[src/rtl/stpwk_pkg.sv]
package stpwk_pkg;
  localparam int CFG_W     = 5;
  localparam int B_WDOG    = 0;
  localparam int B_STOP_EN = 1;
  localparam int B_QUICK   = 2;
  localparam int B_HI_V    = 3;
  localparam int B_LVI_OFF = 4;

  typedef enum logic [1:0] {
    ST_IDLE = 2'd0,
    ST_HALT = 2'd1,
    ST_RUN  = 2'd2
  } seq_state_t;

  // Fast recovery needs a clock that is valid at once and a wake not caused by low voltage.
  function automatic logic quick_allowed(input logic quick, input logic ext_clk,
                                         input logic osc_on, input logic lvi_cause);
    return quick && !lvi_cause && (ext_clk || osc_on);
  endfunction

  function automatic int unsigned wake_cycles(input logic use_quick,
                                              input int unsigned short_len,
                                              input int unsigned long_len);
    return use_quick ? short_len : long_len;
  endfunction
endpackage

[src/rtl/stpwk_cfg_reg.sv]
module stpwk_cfg_reg
  import stpwk_pkg::*;
(
  input  logic             clk_i,
  input  logic             por_i,
  input  logic             sys_rst_i,
  input  logic             we_i,
  input  logic [CFG_W-1:0] wdata_i,
  output logic [CFG_W-1:0] cfg_o
);
  localparam logic [CFG_W-1:0] KEEP_MASK = CFG_W'(1) << B_HI_V;

  logic [CFG_W-1:0] cfg_q;

  always_ff @(posedge clk_i) begin
    if (por_i)          cfg_q <= '0;
    else if (sys_rst_i) cfg_q <= cfg_q & KEEP_MASK;
    else if (we_i)      cfg_q <= wdata_i;
  end

  assign cfg_o = cfg_q;

  // the trip-range bit survives a general reset
  a_r3_keep_range: assert property (@(posedge clk_i) disable iff (por_i)
    sys_rst_i |=> cfg_q[B_HI_V] == $past(cfg_q[B_HI_V]));
  // the other bits are cleared by a general reset
  a_r3_clear_rest: assert property (@(posedge clk_i) disable iff (por_i)
    sys_rst_i |=> (cfg_q & ~KEEP_MASK) == '0);
  // power-on reset empties the register
  a_r1_por_clear: assert property (@(posedge clk_i)
    por_i |=> cfg_q == '0);
endmodule

[src/rtl/stpwk_count.sv]
module stpwk_count #(
  parameter int CNT_W = 13
) (
  input  logic             clk_i,
  input  logic             rst_i,
  input  logic             load_i,
  input  logic [CNT_W-1:0] load_val_i,
  output logic             busy_o,
  output logic             zero_o,
  output logic [CNT_W-1:0] cnt_o
);
  logic [CNT_W-1:0] cnt_q;
  logic             busy_q;

  always_ff @(posedge clk_i) begin
    if (rst_i) begin
      cnt_q  <= '0;
      busy_q <= 1'b0;
    end else if (load_i) begin
      cnt_q  <= load_val_i;
      busy_q <= 1'b1;
    end else if (busy_q) begin
      if (cnt_q == '0) busy_q <= 1'b0;
      else             cnt_q  <= cnt_q - CNT_W'(1);
    end
  end

  assign busy_o = busy_q;
  assign zero_o = busy_q && (cnt_q == '0);
  assign cnt_o  = cnt_q;

  // the count ends on its own once zero is reached
  a_r10_stop_at_zero: assert property (@(posedge clk_i) disable iff (rst_i)
    (zero_o && !load_i) |=> !busy_o);
endmodule

[src/rtl/stpwk_seq.sv]
module stpwk_seq
  import stpwk_pkg::*;
(
  input  logic clk_i,
  input  logic rst_i,
  input  logic stop_req_i,
  input  logic stop_en_i,
  input  logic wake_i,
  input  logic done_i,
  output logic load_o,
  output logic stopped_o,
  output logic illegal_o,
  output logic release_o
);
  seq_state_t state_q;
  logic       illegal_q;
  logic       release_q;

  always_ff @(posedge clk_i) begin
    if (rst_i) begin
      state_q   <= ST_IDLE;
      illegal_q <= 1'b0;
      release_q <= 1'b0;
    end else begin
      illegal_q <= 1'b0;
      release_q <= 1'b0;
      unique case (state_q)
        ST_IDLE: if (stop_req_i) begin
          if (stop_en_i) state_q   <= ST_HALT;
          else           illegal_q <= 1'b1;
        end
        ST_HALT: if (wake_i) state_q <= ST_RUN;
        ST_RUN:  if (done_i) begin
          state_q   <= ST_IDLE;
          release_q <= 1'b1;
        end
        default: state_q <= ST_IDLE;
      endcase
    end
  end

  assign load_o    = (state_q == ST_HALT) && wake_i;
  assign stopped_o = (state_q != ST_IDLE);
  assign illegal_o = illegal_q;
  assign release_o = release_q;

  // a rejected stop never leaves the core stopped
  a_r5_reject_not_stopped: assert property (@(posedge clk_i) disable iff (rst_i)
    illegal_o |-> !stopped_o);
  // stop requests while busy are not flagged
  a_r12_busy_no_flag: assert property (@(posedge clk_i) disable iff (rst_i)
    (stopped_o && stop_req_i) |=> !illegal_o);
  // release is a single-cycle pulse
  a_r10_release_pulse: assert property (@(posedge clk_i) disable iff (rst_i)
    release_o |=> !release_o);
endmodule

[src/rtl/stop_wake_ctrl.sv]
module stop_wake_ctrl
  import stpwk_pkg::*;
#(
  parameter int CNT_W     = 13,
  parameter int SHORT_LEN = 32,
  parameter int LONG_LEN  = 4096
) (
  input  logic             clk_i,
  input  logic             por_i,
  input  logic             sys_rst_i,
  input  logic             cfg_we_i,
  input  logic [CFG_W-1:0] cfg_wdata_i,
  input  logic             stop_req_i,
  input  logic             wake_i,
  input  logic             lvi_rst_i,
  input  logic             osc_in_stop_i,
  input  logic             ext_clk_i,
  output logic [CFG_W-1:0] cfg_o,
  output logic             lvi_pwr_off_o,
  output logic             lvi_5v_mode_o,
  output logic             wdog_off_o,
  output logic             stopped_o,
  output logic             illegal_op_o,
  output logic             release_o
);
  localparam logic [CNT_W-1:0] LONG_LOAD = CNT_W'(LONG_LEN - 1);

  logic [CFG_W-1:0] cfg;
  logic             any_rst;
  logic             short_ok;
  logic             load_evt;
  logic             cnt_busy;
  logic             cnt_zero;
  logic [CNT_W-1:0] cnt_val;
  logic [CNT_W-1:0] load_val;

  assign any_rst = por_i || sys_rst_i;

  stpwk_cfg_reg u_cfg (
    .clk_i    (clk_i),
    .por_i    (por_i),
    .sys_rst_i(sys_rst_i),
    .we_i     (cfg_we_i),
    .wdata_i  (cfg_wdata_i),
    .cfg_o    (cfg)
  );

  assign short_ok = quick_allowed(cfg[B_QUICK], ext_clk_i, osc_in_stop_i, lvi_rst_i);
  assign load_val = CNT_W'(wake_cycles(short_ok, SHORT_LEN, LONG_LEN) - 1);

  stpwk_seq u_seq (
    .clk_i     (clk_i),
    .rst_i     (any_rst),
    .stop_req_i(stop_req_i),
    .stop_en_i (cfg[B_STOP_EN]),
    .wake_i    (wake_i),
    .done_i    (cnt_zero),
    .load_o    (load_evt),
    .stopped_o (stopped_o),
    .illegal_o (illegal_op_o),
    .release_o (release_o)
  );

  stpwk_count #(.CNT_W(CNT_W)) u_cnt (
    .clk_i     (clk_i),
    .rst_i     (any_rst),
    .load_i    (load_evt),
    .load_val_i(load_val),
    .busy_o    (cnt_busy),
    .zero_o    (cnt_zero),
    .cnt_o     (cnt_val)
  );

  assign cfg_o         = cfg;
  assign wdog_off_o    = cfg[B_WDOG];
  assign lvi_5v_mode_o = cfg[B_HI_V];
  assign lvi_pwr_off_o = cfg[B_LVI_OFF];

  // a low-voltage wake always loads the long delay
  a_r9_lvi_long: assert property (@(posedge clk_i) disable iff (any_rst)
    (load_evt && lvi_rst_i) |=> cnt_val == LONG_LOAD);
  // without a ready clock the long delay is loaded
  a_r8_no_clock_long: assert property (@(posedge clk_i) disable iff (any_rst)
    (load_evt && !ext_clk_i && !osc_in_stop_i) |=> cnt_val == LONG_LOAD);
  // a running count only moves down, so a wake never reloads it
  a_r11_no_reload: assert property (@(posedge clk_i) disable iff (any_rst)
    (cnt_busy && !cnt_zero) |=> cnt_val < $past(cnt_val));
  // release comes with the core leaving stop
  a_r10_release_exit: assert property (@(posedge clk_i) disable iff (any_rst)
    release_o |-> !stopped_o);
endmodule

[config.mk]
export PLATFORM = sky130hd
export DESIGN_NAME = stop_wake_ctrl
export DESIGN_NICKNAME = d
export VERILOG_FILES = /design/src/rtl/stpwk_pkg.sv /design/src/rtl/stpwk_cfg_reg.sv /design/src/rtl/stpwk_count.sv /design/src/rtl/stpwk_seq.sv /design/src/rtl/stop_wake_ctrl.sv
export SDC_FILE = /design/constraint.sdc
export NUM_CORES = 1
export LEC_CHECK = 0
export ABC_AREA = 1
export CAP_MARGIN = 30
export CORE_ASPECT_RATIO = 0.6
export CORE_MARGIN = 2
export CORE_UTILIZATION = 45
export DETAILED_ROUTE_END_ITERATION = 8
export PLACE_DENSITY = 0.7
export SYNTH_ARGS = -nofsm -noshare
export SYNTH_HDL_FRONTEND = slang
export SYNTH_HIERARCHICAL = 1
export SYNTH_SLANG_ARGS = --single-unit
[constraint.sdc]
create_clock -name clk_i -period 2.1 [get_ports clk_i]
set_input_delay 0.42 -clock clk_i [delete_from_list [all_inputs] [get_ports clk_i]]
set_output_delay 0.42 -clock clk_i [all_outputs]
set_load 0.01 [all_outputs]
== After elaboration in Yosys (flattened, before gate mapping) ==
Index checks and enable logic that the tools add are counted.
W data, S select, Z words.
Cells by class
  reduce and logical (&&, ||, !) cells: 17
  eq/ne operators: 7
  mux-type cells: 14
  add/sub/neg operators: 2
  $mul: 0
  shifts and indexed selects: 0
  divide/modulo/power cells: 0
  $lt $le $gt $ge: 0
  bitwise gates (word level): 4
Operator list (count)
  $mux W13: 4
  $sub A13 B1 Y13 const B: 2
  $logic_not A13 Y1: 1
  $ne A2 B2 Y1 const B: 5
  $mux W2: 4
  $pmux W2 S3: 1
  $mux W1: 5
  $logic_and A1 B1 Y1: 4
  $not A1 Y1: 4
  $reduce_and A2 Y1: 2
  $reduce_and A4 Y1: 1
  $reduce_bool A2 Y1: 2
  $reduce_or A2 Y1: 2
  $reduce_or A3 Y1: 1
  $eq A2 B1 Y1 const B: 1
  $eq A2 B2 Y1 const B: 1
  $logic_not A2 Y1: 1
  $logic_or A1 B1 Y1: 2
  $logic_not A1 Y1: 1
Storage, ports and cells
  memory bits (read-only): 0
  bits of input ports: 14
  word-level logic and storage cells: 51
  memories kept: 0
  memory bits (writable): 0
  register bits after elaboration: 23
  latch bits: 0
  output and inout bits: 11

== Logic depth before layout (Yosys ltp) ==
Gate-level depths: netlist of run 1.
  word-level depth: 6
  depth in mapped cells: 11
  mapped depth without buffers: 10

== Hierarchy ==
Netlist of run 1, hierarchy kept.
By module, submodules not included
  stpwk_count: instances 1, area an instance 999.7 µm², cells each 170, sequential area each 280.3 µm²
  stpwk_cfg_reg: instances 1, area an instance 186.4 µm², cells each 26, sequential area each 100.1 µm²
  stpwk_seq: instances 1, area an instance 177.7 µm², cells each 25, sequential area each 80.1 µm²
  stop_wake_ctrl: instances 1, area an instance 58.8 µm², cells each 12, sequential area each 0.0 µm²

== Worst setup path before layout of run 1 ==
Ideal clock, no wire load.
  path kind: input to register
  from: input port wake_i
  to: register u_cnt.cnt_q[0], in the netlist u_cnt/cnt_o[0]
  library setup time: 0.122 ns
  setup slack: 0.697 ns
  cell stages on the path: 7
  required time: 1.978 ns
  buffers on the path: 1
  arrival time: 1.281 ns
  cells stage by stage: nand3_1 > inv_1 > inv_1 > clkbuf_1 > nand3_2 > nor2_1 > nor3_2
On the way
  longest elaborated chain between the ends: 3
  elaborated cells between the ends (all ways): 5
  classes of those cells: eq/ne: 1; mux: 1; reduce/logical: 3
RTL lines
  from (decl): line stop_wake_ctrl.sv:14  | input logic wake_i,
  $logic_and A1 B1 Y1 *: line stpwk_seq.sv:42  | assign load_o = (state_q == ST_HALT) && wake_i;
  net load_evt: line stop_wake_ctrl.sv:31  | logic load_evt;
  $ne A2 B2 Y1 (no line) / $reduce_bool A2 Y1 (equally long branches)
  $reduce_and A2 Y1 (no line)
  to (signal assigned): line stpwk_count.sv:20  | cnt_q <= load_val_i;
  to (signal assigned): line stpwk_count.sv:24  | else cnt_q <= cnt_q - CNT_W'(1);
  to (decl): line stpwk_count.sv:12  | logic [CNT_W-1:0] cnt_q;
Mark *: on every way through the listed nets, which the timed path passes. The rest lies on a longest branch.
A chain may end at the register's enable or synchronous reset.

== Final worst setup path of run 1 ==
  from: register u_seq.state_q[0]
  to: output port stopped_o
On the way
  longest elaborated chain between the ends: 1
RTL lines
  from (decl): line stpwk_seq.sv:15  | seq_state_t state_q;
  from (signal assigned): line stpwk_seq.sv:21  | state_q <= ST_IDLE;
  from (signal assigned): line stpwk_seq.sv:29  | if (stop_en_i) state_q <= ST_HALT;
  from (signal assigned): line stpwk_seq.sv:32  | ST_HALT: if (wake_i) state_q <= ST_RUN;
  $reduce_bool A2 Y1: line stpwk_seq.sv:43  | assign stopped_o = (state_q != ST_IDLE);
  to (decl): line stop_wake_ctrl.sv:22  | output logic stopped_o,
Every way passes these cells.

==> results of run 1 <==
-- flip-flops by register name (all words and copies together), names as in the netlist --
| name | count |
|---|---|
| u_cfg/cfg_o | 5 |
| u_cnt/busy_o | 1 |
| u_seq/release_o | 1 |
| u_seq/illegal_o | 1 |
| u_seq/state_q | 2 |
| u_cnt/cnt_o | 13 |
-- where the power goes --
part	switching (W)	total (W)	internal, W
Combinational	0.0000399	0.0000865	0.0000466
Clock	0.000144	0.000279	0.000136
Sequential	0.00000419	0.000445	0.000441
Total	0.000188	0.000811	0.000623
-- metrics by stage --
step,power (W),hold WS [ns],std cells
final,0.000811,0.483,303
after global routing,0.000844,0.518,303
after CTS,0.000820,0.488,303
after detailed placement,0.000541,0.476,299
after global placement,0.000541,0.475,299
after floorplan,0.000496,0.471,237
-- cell families after synthesis --
kind of cell	count (synthesis)	share of synthesized area, %
and+or+nand+nor	143	44.6
buffers and inverters	40	11.9
DFF	23	32.4
AOI/OAI and AO/OA	21	7.65
xor gates and xnor gates	2	1.23
adders and majority gates	2	1.76
other	2	0.528
-- routing by layer --
layer	vias up	global-route usage, %	routed length, um
met5	-	0	0
met4	0	3.27	8
met3	2	4.53	129
li1	767	-	-
met2	25	31.5	1300
met1	600	30.0	1860
-- worst reg2reg max path, stage by stage, from the launching register on --
cell and delay, ns:
dfxtp_1 0.32, inv_1 0.16, ha_1 0.24, nand2_1 0.16, nor2_1 0.24, nand2_1 0.08, nand2_1 0.08, nand2_1 0.05
nand2_1 0.05, nand2_1 0.05, a21oi_1 0.12
-- cell usage in the layout (no fill, tap or decap), drive strengths merged --
master / Yosys / routed
nand3b: 2 / 2
o21ai: 8 / 8
nor4: 2 / 2
nand3: 15 / 15
a21oi: 13 / 13
buf: 4 / 3
ha: 2 / 2
nand4: 2 / 2
nor2: 38 / 38
or2: 1 / 1
clkbuf: 3 / 4
clkdlybuf4s50: 0 / 24
dfxtp: 23 / 23
xor2: 2 / 2
nand2: 76 / 76
inv: 33 / 33
conb: 2 / 6
nor3: 7 / 7
-- final cells by class --
| cell class | instances | share of cell area [%] |
|---|---|---|
| Clock buffer | 4 | 2.57 |
| Inverter | 33 | 7.07 |
| Multi-Input combinational cell | 174 | 46.1 |
| Sequential cell | 23 | 26.3 |
| Tap cell | 42 | 3.00 |
| Timing Repair Buffer | 27 | 15.0 |
-- path summary, 6_finish.rpt --
path / slack, ns / end / depth (start not counted)
worst max-delay path: 0.31 / stopped_o / 3
worst min-delay path: 0.48 / u_cfg/cfg_o[2] / 2
worst min register to register: 0.48 / u_cfg/cfg_o[2] / 2
worst max register to register: 0.49 / u_cnt/cnt_o[6] / 10
==> flow_metrics.py, run 1 <==
metrics = {
    "status": {
        "status": "complete, no violations",
    },
    "cts": {
        "clock-root-buffer": "clkbuf_8",
        "cts-htree-levels": 1,
        "cts_buffers": 3,
        "clk_pin_slew_ns": 0.09,
        "cts_tree": "built",
        "postCtsHoldBufs": 0,
        "cts-resized-gates": 0,
        "cts.sinks": 23,
        "clkLatencyLatePin_ns": 0.27,
        "clockBufferDepth": 2,
        "cts_setup_buffers": 0,
    },
    "sta": {
        "fin_tns_setup_ns": 0,
        "slew_violations": 0,
        "max_freq_ghz": 0.559,
        "fin_skew_ns": 0.00662,
        "setup_violations": 0,
        "hold_viol_final": 0,
        "fin_crit_ns": 1.79,
        "final.period_utilization_pct": 85.2,
        "rsz0062_at_grt": "false",
        "setup_slack_ns": 0.311,
    },
    "global_routing": {
        "groute.usage.overall_pct": 20.4,
        "grt_max_degree": 13,
        "antenna_found_initial": 0,
        "grt_pass1_wl_mm": 5.71,
        "grt_pass1_vias": 1221,
        "gr-total-overflow": 0,
    },
    "worst_setup_path": {
        "start_kind": "flip-flop",
        "crit_chain": "nor2_2 -> inv_1 -> clkdlybuf4s50_1",
        "r2r_start": "u_cnt/cnt_o[0]",
        "critPathMaxFanout": 5,
        "crit_path_end_kind": "primary output",
        "slowest_stage": "clkdlybuf4s50_1",
        "critPathKind": "reg -> out",
        "max_stage_delay_ns": 0.52,
        "startpoint": "u_seq/state_q[0]",
        "worst_ep_arrival_time_ns": 1.37,
        "cp_top_family": "buffers and inverters",
        "path_buf_inv": 2,
        "crit_required_ns": 1.68,
    },
    "job": {
        "maxCapViolations": 0,
    },
    "routing": {
        "drc": 0,
        "wl_per_cell_um": 10.9,
        "num_vias": 1394,
        "routed_wl_mm": 3.30,
        "routed_via_density": 4.60,
        "drt_iter0_drc": 95,
        "antenna_left": 0,
        "drt_pass1_iterations": 4,
    },
    "power_and_ir_drop": {
        "power.density_mw_per_mm2": 463,
        "cellLeakagePower_nw": 0.838,
        "ir_drop_v": 0.000362,
    },
    "final_layout": {
        "multi_input_area_um2": 808,
        "register_area_um2": 460,
        "diodes": 0,
        "final_area_mm2": 0.00175,
        "final_nets": 278,
        "layout-drive-gt1-share_pct": 8.05,
        "syn_to_final_growth_pct": 23.2,
        "final_util_pct": 59.5,
        "n_fill_cell": 304,
    },
    "hold_path": {
        "holdCritPathClass": "reg -> reg",
        "hp-start": "u_cfg/cfg_o[2]",
    },
    "logic_synthesis": {
        "yosys-top-cells-area": "dfxtp_1 32%, nand2_1 20%, inv_1 8.7%",
        "syn_area_per_cell_um2": 6.11,
        "yosys-top-cells-count": "74 x nand2_1, 33 x inv_1, 30 x nor2_1",
        "synth_area_mm2": 0.00142,
        "synth_top_area_share_pct": 32.4,
        "yosysMostFrequentCell": "nand2_1",
        "post_synth_inst_count": 233,
        "synth_largest_area_cell": "dfxtp_1",
        "synth-edff-count": 0,
        "synth_cell_type_count": 25,
        "synth_warnings": 6,
        "synthFlopType": "dfxtp_1",
        "ys_ff_latch": 23,
        "ys_seq_area_share_pct": 32.4,
        "async_reset_ff_share_pct": 0,
    },
    "floorplanning": {
        "fp.dieH_um": 47.6,
        "die_x_um": 76.6,
        "start_util_pct": 48.3,
        "die_area_mm2": 0.00364,
        "row_count": 15,
        "pin_count": 25,
        "core_area_mm2": 0.00295,
    },
    "placement": {
        "post_dp_cell_area_mm2": 0.00171,
        "globalplace.congestion": 0.871,
        "port_buffers": 24,
        "post-dp-hpwl_mm": 2.48,
        "pre_cts_ws_ns": 0.190,
    },
}
No activity file was read; power rests on OpenSTA's default activity.
==> inputs of run 2 (changes only) <==
--- a/config.mk
+++ b/config.mk
@@ -5,13 +5,14 @@
 export SDC_FILE = /design/constraint.sdc
 export NUM_CORES = 1
 export LEC_CHECK = 0
-export ABC_AREA = 1
 export CAP_MARGIN = 30
 export CORE_ASPECT_RATIO = 0.6
 export CORE_MARGIN = 2
 export CORE_UTILIZATION = 45
 export DETAILED_ROUTE_END_ITERATION = 8
-export PLACE_DENSITY = 0.7
+export HOLD_SLACK_MARGIN = 0.15
+export PLACE_DENSITY = 0.71
+export RECOVER_POWER = 100
 export SYNTH_ARGS = -nofsm -noshare
 export SYNTH_HDL_FRONTEND = slang
 export SYNTH_HIERARCHICAL = 1
==> run 2 against run 1 <==
Effect of this change: die area shrank 7.1%; clock-buffer cell count shrank 1; combinational power shrank 6.6%; highest routed layer unchanged.
==> flow_metrics.py, run 2 <==
metrics = {
    "routing": {
        "drt_pass1_iterations": 4,
        "wl_per_cell_um": 15.0,
        "routed_via_density": 5.68,
        "drt_iter0_drc": 111,
        "antenna_left": 0,
        "num_vias": 1250,
        "routed_wl_mm": 3.31,
        "drc": 0,
    },
    "worst_setup_path": {
        "critPathMaxFanout": 7,
        "critPathKind": "reg -> reg",
        "worst_ep_arrival_time_ns": 2.10,
        "crit_path_end_kind": "flip-flop",
        "crit_required_ns": 2.22,
        "start_kind": "flip-flop",
    },
    "sta": {
        "max_slew.worst_pin.slew_ns": 0.810,
        "fin_skew_ns": 0.00482,
        "setup_slack_ns": 0.117,
        "slew_headroom_pct": 46.0,
        "hold_viol_final": 0,
        "rsz0062_at_grt": "false",
        "slew_violations": 0,
        "max_freq_ghz": 0.504,
        "setup_violations": 0,
        "final.period_utilization_pct": 94.4,
        "fin_crit_ns": 1.98,
        "hold_ws_ns": 0.487,
        "fin_tns_setup_ns": 0,
    },
    "logic_synthesis": {
        "synth_cell_type_count": 49,
        "ys_seq_area_share_pct": 35.0,
        "synth_warnings": 6,
        "syn_area_per_cell_um2": 8.64,
        "yosys-top-cells-count": "23 x dfxtp_1, 13 x nor2_1, 10 x nor3_1",
        "synth_largest_area_cell": "dfxtp_1",
        "synth_top_area_share_pct": 35.0,
        "ys_ff_latch": 23,
        "synth-edff-count": 0,
        "yosysMostFrequentCell": "dfxtp_1",
        "synth_area_mm2": 0.00131,
        "synthFlopType": "dfxtp_1",
        "yosys-top-cells-area": "dfxtp_1 35%, a311oi_1 4.7%, nor3_1 3.8%",
        "async_reset_ff_share_pct": 0,
        "post_synth_inst_count": 152,
    },
    "final_layout": {
        "final_nets": 203,
        "multi_input_area_um2": 763,
        "register_area_um2": 460,
        "layout-drive-gt1-share_pct": 10.8,
        "layout_common_cells": "23 x dfxtp_1, 13 x nor2_1, 12 x clkdlybuf4s50_1, 12 x dlygate4sd3_1, 10 x nor3_1",
        "final_common_cell": "dfxtp_1",
        "n_fill_cell": 252,
        "syn_to_final_growth_pct": 26.8,
        "largest_reg_flops": 13,
        "diodes": 0,
        "final_util_pct": 59.2,
    },
    "global_routing": {
        "grt_pass1_vias": 1120,
        "grt_max_degree": 15,
        "grt_pass1_wl_mm": 5.38,
        "gr-total-overflow": 0,
        "antenna_found_initial": 0,
        "groute.usage.overall_pct": 21.7,
    },
    "cts": {
        "clk_pin_slew_ns": 0.08,
        "cts_tree": "built",
        "cts-htree-levels": 1,
        "clock-root-buffer": "clkbuf_8",
        "cts_setup_buffers": 0,
        "cts.sinks": 23,
        "clkLatencyLatePin_ns": 0.27,
        "clockBufferDepth": 2,
        "cts_buffers": 3,
        "cts-resized-gates": 0,
        "postCtsHoldBufs": 0,
    },
    "floorplanning": {
        "pin_count": 25,
        "fp.dieH_um": 45.9,
        "core_area_mm2": 0.00282,
        "row_count": 15,
        "die_area_mm2": 0.00338,
        "die_x_um": 73.8,
        "start_util_pct": 46.7,
    },
    "power_and_ir_drop": {
        "power_frac_clock_pct": 34.7,
        "pwr-share-seq_pct": 55.2,
        "power.density_mw_per_mm2": 483,
        "switching_share_pct": 22.9,
        "pwr-share-comb_pct": 10.0,
        "switching_power_w": 0.000184,
        "p_int_w": 0.000620,
        "cellLeakagePower_nw": 0.657,
        "ir_drop_v": 0.000336,
    },
    "placement": {
        "globalplace.congestion": 0.933,
        "port_buffers": 24,
        "pre_cts_ws_ns": 0.152,
        "post-dp-hpwl_mm": 2.53,
    },
    "hold_path": {
        "holdCritPathClass": "reg -> reg",
    },
    "status": {
        "status": "complete, no violations",
    },
    "job": {
        "maxCapViolations": 0,
    },
}
[run 2: cell types whose count changed in the layout (fill, tap and decap cells not counted), moves of 5 or more]
cell and delta:
a21oi_1 -10, a311oi_1 +7, buf_4 +6, clkdlybuf4s50_1 -12, dlygate4sd3_1 +12, inv_1 -24
nand2_1 -69, nand3_1 -9, nor2_1 -17, nor2_2 -7, nor3_1 +5
[run 2: kinds of logic (layout without fill, tap and decap cells)]
group           count (synthesis)  after routing  synth area share (%)
mux                             4              4                  3.05
flops                          23             23                  35.0
compound gates                 34             34                  20.2
buf+inv                        19             49                  6.86
other cells                     2              6                 0.572
simple gates                   68             68                  32.4
fa+ha+maj                       2              2                  1.90
[run 2: cell type report]
cell class / count / share of cell area, %
clock inverters: 1 / 0.301
clock buffers: 3 / 2.48
flip-flops and latches: 23 / 27.6
well taps: 34 / 2.55
multi-input cells: 114 / 45.8
inverters: 10 / 2.25
repair buffers: 35 / 18.9
[run 2: path summary, 6_finish.rpt]
| path | startpoint | endpoint | slack (ns) | depth (start not counted) |
|---|---|---|---|---|
| max | u_cnt/cnt_o[8] | u_cnt/cnt_o[4] | 0.12 | 4 |
| min | u_cfg/cfg_o[3] | u_cfg/cfg_o[3] | 0.49 | 2 |
| max reg2reg | u_cnt/cnt_o[8] | u_cnt/cnt_o[4] | 0.12 | 4 |
| min reg2reg | u_cfg/cfg_o[3] | u_cfg/cfg_o[3] | 0.49 | 2 |
[run 2: routing by layer]
metal	track usage (%)	share of wire, %
met3	7.08	8.3
met5	0	0
met1	32.6	49
met2	29.6	42
met4	4.73	0.36
[run 2: metrics by stage]
step | instances | area (um2) | power [W]
detailed placement | 216 | 1640 | 0.000539
global route | 220 | 1670 | 0.000846
floorplan | 156 | 1330 | 0.000490
global placement | 216 | 1640 | 0.000538
CTS | 220 | 1690 | 0.000816
finish | 220 | 1670 | 0.000804
[run 2: worst max-delay path, stage by stage (launching register included)]
cell and delay, ns:
dfxtp_1 0.37, or4_4 0.58, o41a_1 0.49, a211oi_1 0.32
a2111oi_2 0.08
[run 2: power by group through the flow]
stage | combinational [W] | sequential, W | clock [W]
2_1_floorplan | 0.0000339 | 0.000456 | 0
6_report | 0.0000808 | 0.000444 | 0.000279
4_1_cts | 0.0000846 | 0.000445 | 0.000287
3_3_place_gp | 0.0000829 | 0.000455 | 0
5_1_grt | 0.0000880 | 0.000445 | 0.000313
3_5_place_dp | 0.0000842 | 0.000455 | 0
==> inputs of run 3 (changes only) <==
--- a/config.mk
+++ b/config.mk
@@ -5,12 +5,13 @@
 export SDC_FILE = /design/constraint.sdc
 export NUM_CORES = 1
 export LEC_CHECK = 0
-export CAP_MARGIN = 30
+export CAP_MARGIN = 10
 export CORE_ASPECT_RATIO = 0.6
 export CORE_MARGIN = 2
 export CORE_UTILIZATION = 45
 export DETAILED_ROUTE_END_ITERATION = 8
 export HOLD_SLACK_MARGIN = 0.15
+export MAX_ROUTING_LAYER = met4
 export PLACE_DENSITY = 0.71
 export RECOVER_POWER = 100
 export SYNTH_ARGS = -nofsm -noshare
==> run 3 against run 2 <==
Effect of this change: final cell count did not move; clock-buffer cell count is the same; wire length is 4.5% higher; cell area up 0.68%; critical path type unchanged; critical endpoint is now u_cnt/cnt_o[9]; largest cell class unchanged; largest power group unchanged.
==> flow_metrics.py, run 3 (synthesis gave the netlist of run 2 again) <==
metrics = {
    "cts": {
        "cts_buffers": 3,
        "clkLatencyLatePin_ns": 0.27,
        "clock-root-buffer": "clkbuf_8",
        "postCtsHoldBufs": 0,
        "cts-resized-gates": 0,
        "cts-htree-levels": 1,
        "cts_tree": "built",
        "clk_pin_slew_ns": 0.08,
        "cts.sinks": 23,
        "clockBufferDepth": 2,
        "cts_setup_buffers": 0,
    },
    "global_routing": {
        "grt_pass1_vias": 1111,
        "gr-total-overflow": 0,
        "antenna_found_initial": 0,
        "groute.usage.overall_pct": 22.8,
        "grt_pass1_wl_mm": 5.53,
        "grt_max_degree": 17,
    },
    "power_and_ir_drop": {
        "ir_drop_v": 0.000296,
        "power.density_mw_per_mm2": 480,
        "pwr-share-comb_pct": 10.1,
        "switching_power_w": 0.000186,
        "power_frac_clock_pct": 34.7,
        "switching_share_pct": 23.1,
        "pwr-share-seq_pct": 55.2,
        "cellLeakagePower_nw": 0.662,
        "total_power_w": 0.000805,
        "p_int_w": 0.000619,
    },
    "sta": {
        "final.period_utilization_pct": 95.8,
        "slew_violations": 0,
        "max_freq_ghz": 0.497,
        "fin_skew_ns": 0.00191,
        "hold_viol_final": 0,
        "rsz0062_at_grt": "false",
        "fin_crit_ns": 2.01,
        "setup_violations": 0,
        "fin_tns_setup_ns": 0,
    },
    "routing": {
        "wl_per_cell_um": 15.7,
        "drc": 0,
        "drt_iter0_drc": 81,
        "routed_via_density": 5.82,
        "routed_wl_mm": 3.45,
        "drt_pass1_iterations": 4,
        "antenna_left": 0,
        "num_vias": 1281,
    },
    "status": {
        "status": "complete, no violations",
    },
    "final_layout": {
        "syn_to_final_growth_pct": 27.6,
        "final_area_mm2": 0.00168,
        "multi_input_area_um2": 778,
        "largest_reg_flops": 13,
        "register_area_um2": 460,
        "layout-drive-gt1-share_pct": 10.8,
        "layout_common_cells": "23 x dfxtp_1, 13 x nor2_1, 12 x clkdlybuf4s50_1, 12 x dlygate4sd3_1, 10 x nor3_1",
        "final_nets": 203,
        "diodes": 0,
        "n_fill_cell": 255,
        "final_common_cell": "dfxtp_1",
    },
    "job": {
        "maxCapViolations": 0,
    },
    "worst_setup_path": {
        "critPathKind": "reg -> reg",
        "r2r_setup_slack_ns": 0.09,
        "worst_ep_arrival_time_ns": 2.17,
        "slowest_stage": "nand4_1",
        "crit_chain": "inv_1 -> ha_1 -> nor2b_1 -> nand4_1 -> and4_1 -> a2111oi_0",
        "crit_required_ns": 2.26,
        "max_stage_delay_ns": 0.36,
        "start_kind": "flip-flop",
        "critPathMaxFanout": 7,
        "crit_path_end_kind": "flip-flop",
    },
    "placement": {
        "globalplace.congestion": 0.964,
        "post-dp-hpwl_mm": 2.64,
        "post_dp_cell_area_mm2": 0.00164,
        "port_buffers": 24,
    },
    "hold_path": {
        "holdCritPathClass": "reg -> reg",
    },
    "floorplanning": {
        "core_area_mm2": 0.00282,
        "die_area_mm2": 0.00338,
        "fp.dieH_um": 45.9,
        "start_util_pct": 46.7,
        "row_count": 15,
        "die_x_um": 73.8,
        "pin_count": 25,
    },
}
-- run 3: power groups by stage --
stage	combinational (W)	clock, W	sequential, W
2_1_floorplan	0.0000339	0	0.000456
4_1_cts	0.0000852	0.000285	0.000445
6_report	0.0000811	0.000279	0.000444
3_5_place_dp	0.0000847	0	0.000455
3_3_place_gp	0.0000832	0	0.000455
5_1_grt	0.0000885	0.000307	0.000445
-- run 3: critical path, delay by kind of cell, from the launching register on --
family                     cells  cell delay [ns]
adders and majority gates      1             0.22
DFF                            1             0.34
and+or+nand+nor                3             0.91
buffers and inverters          1             0.10
AOI/OAI and AO/OA              1             0.33
-- run 3: area by class of cell --
cell class,count,area share (%)
clock inverter,1,0.299
sequential,23,27.5
inverter,10,2.24
clock buffer,3,2.46
timing repair buffer,35,18.6
tap,34,2.54
multi-input combinational,114,46.4
-- run 3: path summary, 6_finish.rpt --
kind | to | startpoint | cells after the start
max | u_cnt/cnt_o[9] | u_cnt/cnt_o[0] | 6
min | u_cfg/cfg_o[3] | u_cfg/cfg_o[3] | 2
max reg2reg | u_cnt/cnt_o[9] | u_cnt/cnt_o[0] | 6
min reg2reg | u_cfg/cfg_o[3] | u_cfg/cfg_o[3] | 2
-- run 3: layer usage --
layer  part of all wire [%]  track usage [%]  vias up  routed length [um]
li1                       -                -      640                   -
met1                     49             34.9      587                1690
met2                     42             29.6       49                1450
met3                    8.3             4.65        5                 286
met4                   0.78             5.82        0                  27
met5                      0                -        -                   0
-- run 3: metrics by stage --
step / worst slack [ns] / utilization, % / std cells / hold slack (ns)
5_1_grt: 0.00183 / 59.6 / 220 / 0.530
3_5_place_dp: 0.149 / 58.3 / 216 / 0.492
3_3_place_gp: 0.157 / 58.3 / 216 / 0.478
6_report: 0.0873 / 59.6 / 220 / 0.498
2_1_floorplan: 0.279 / - / 156 / 0.451
4_1_cts: 0.126 / 60.0 / 220 / 0.505
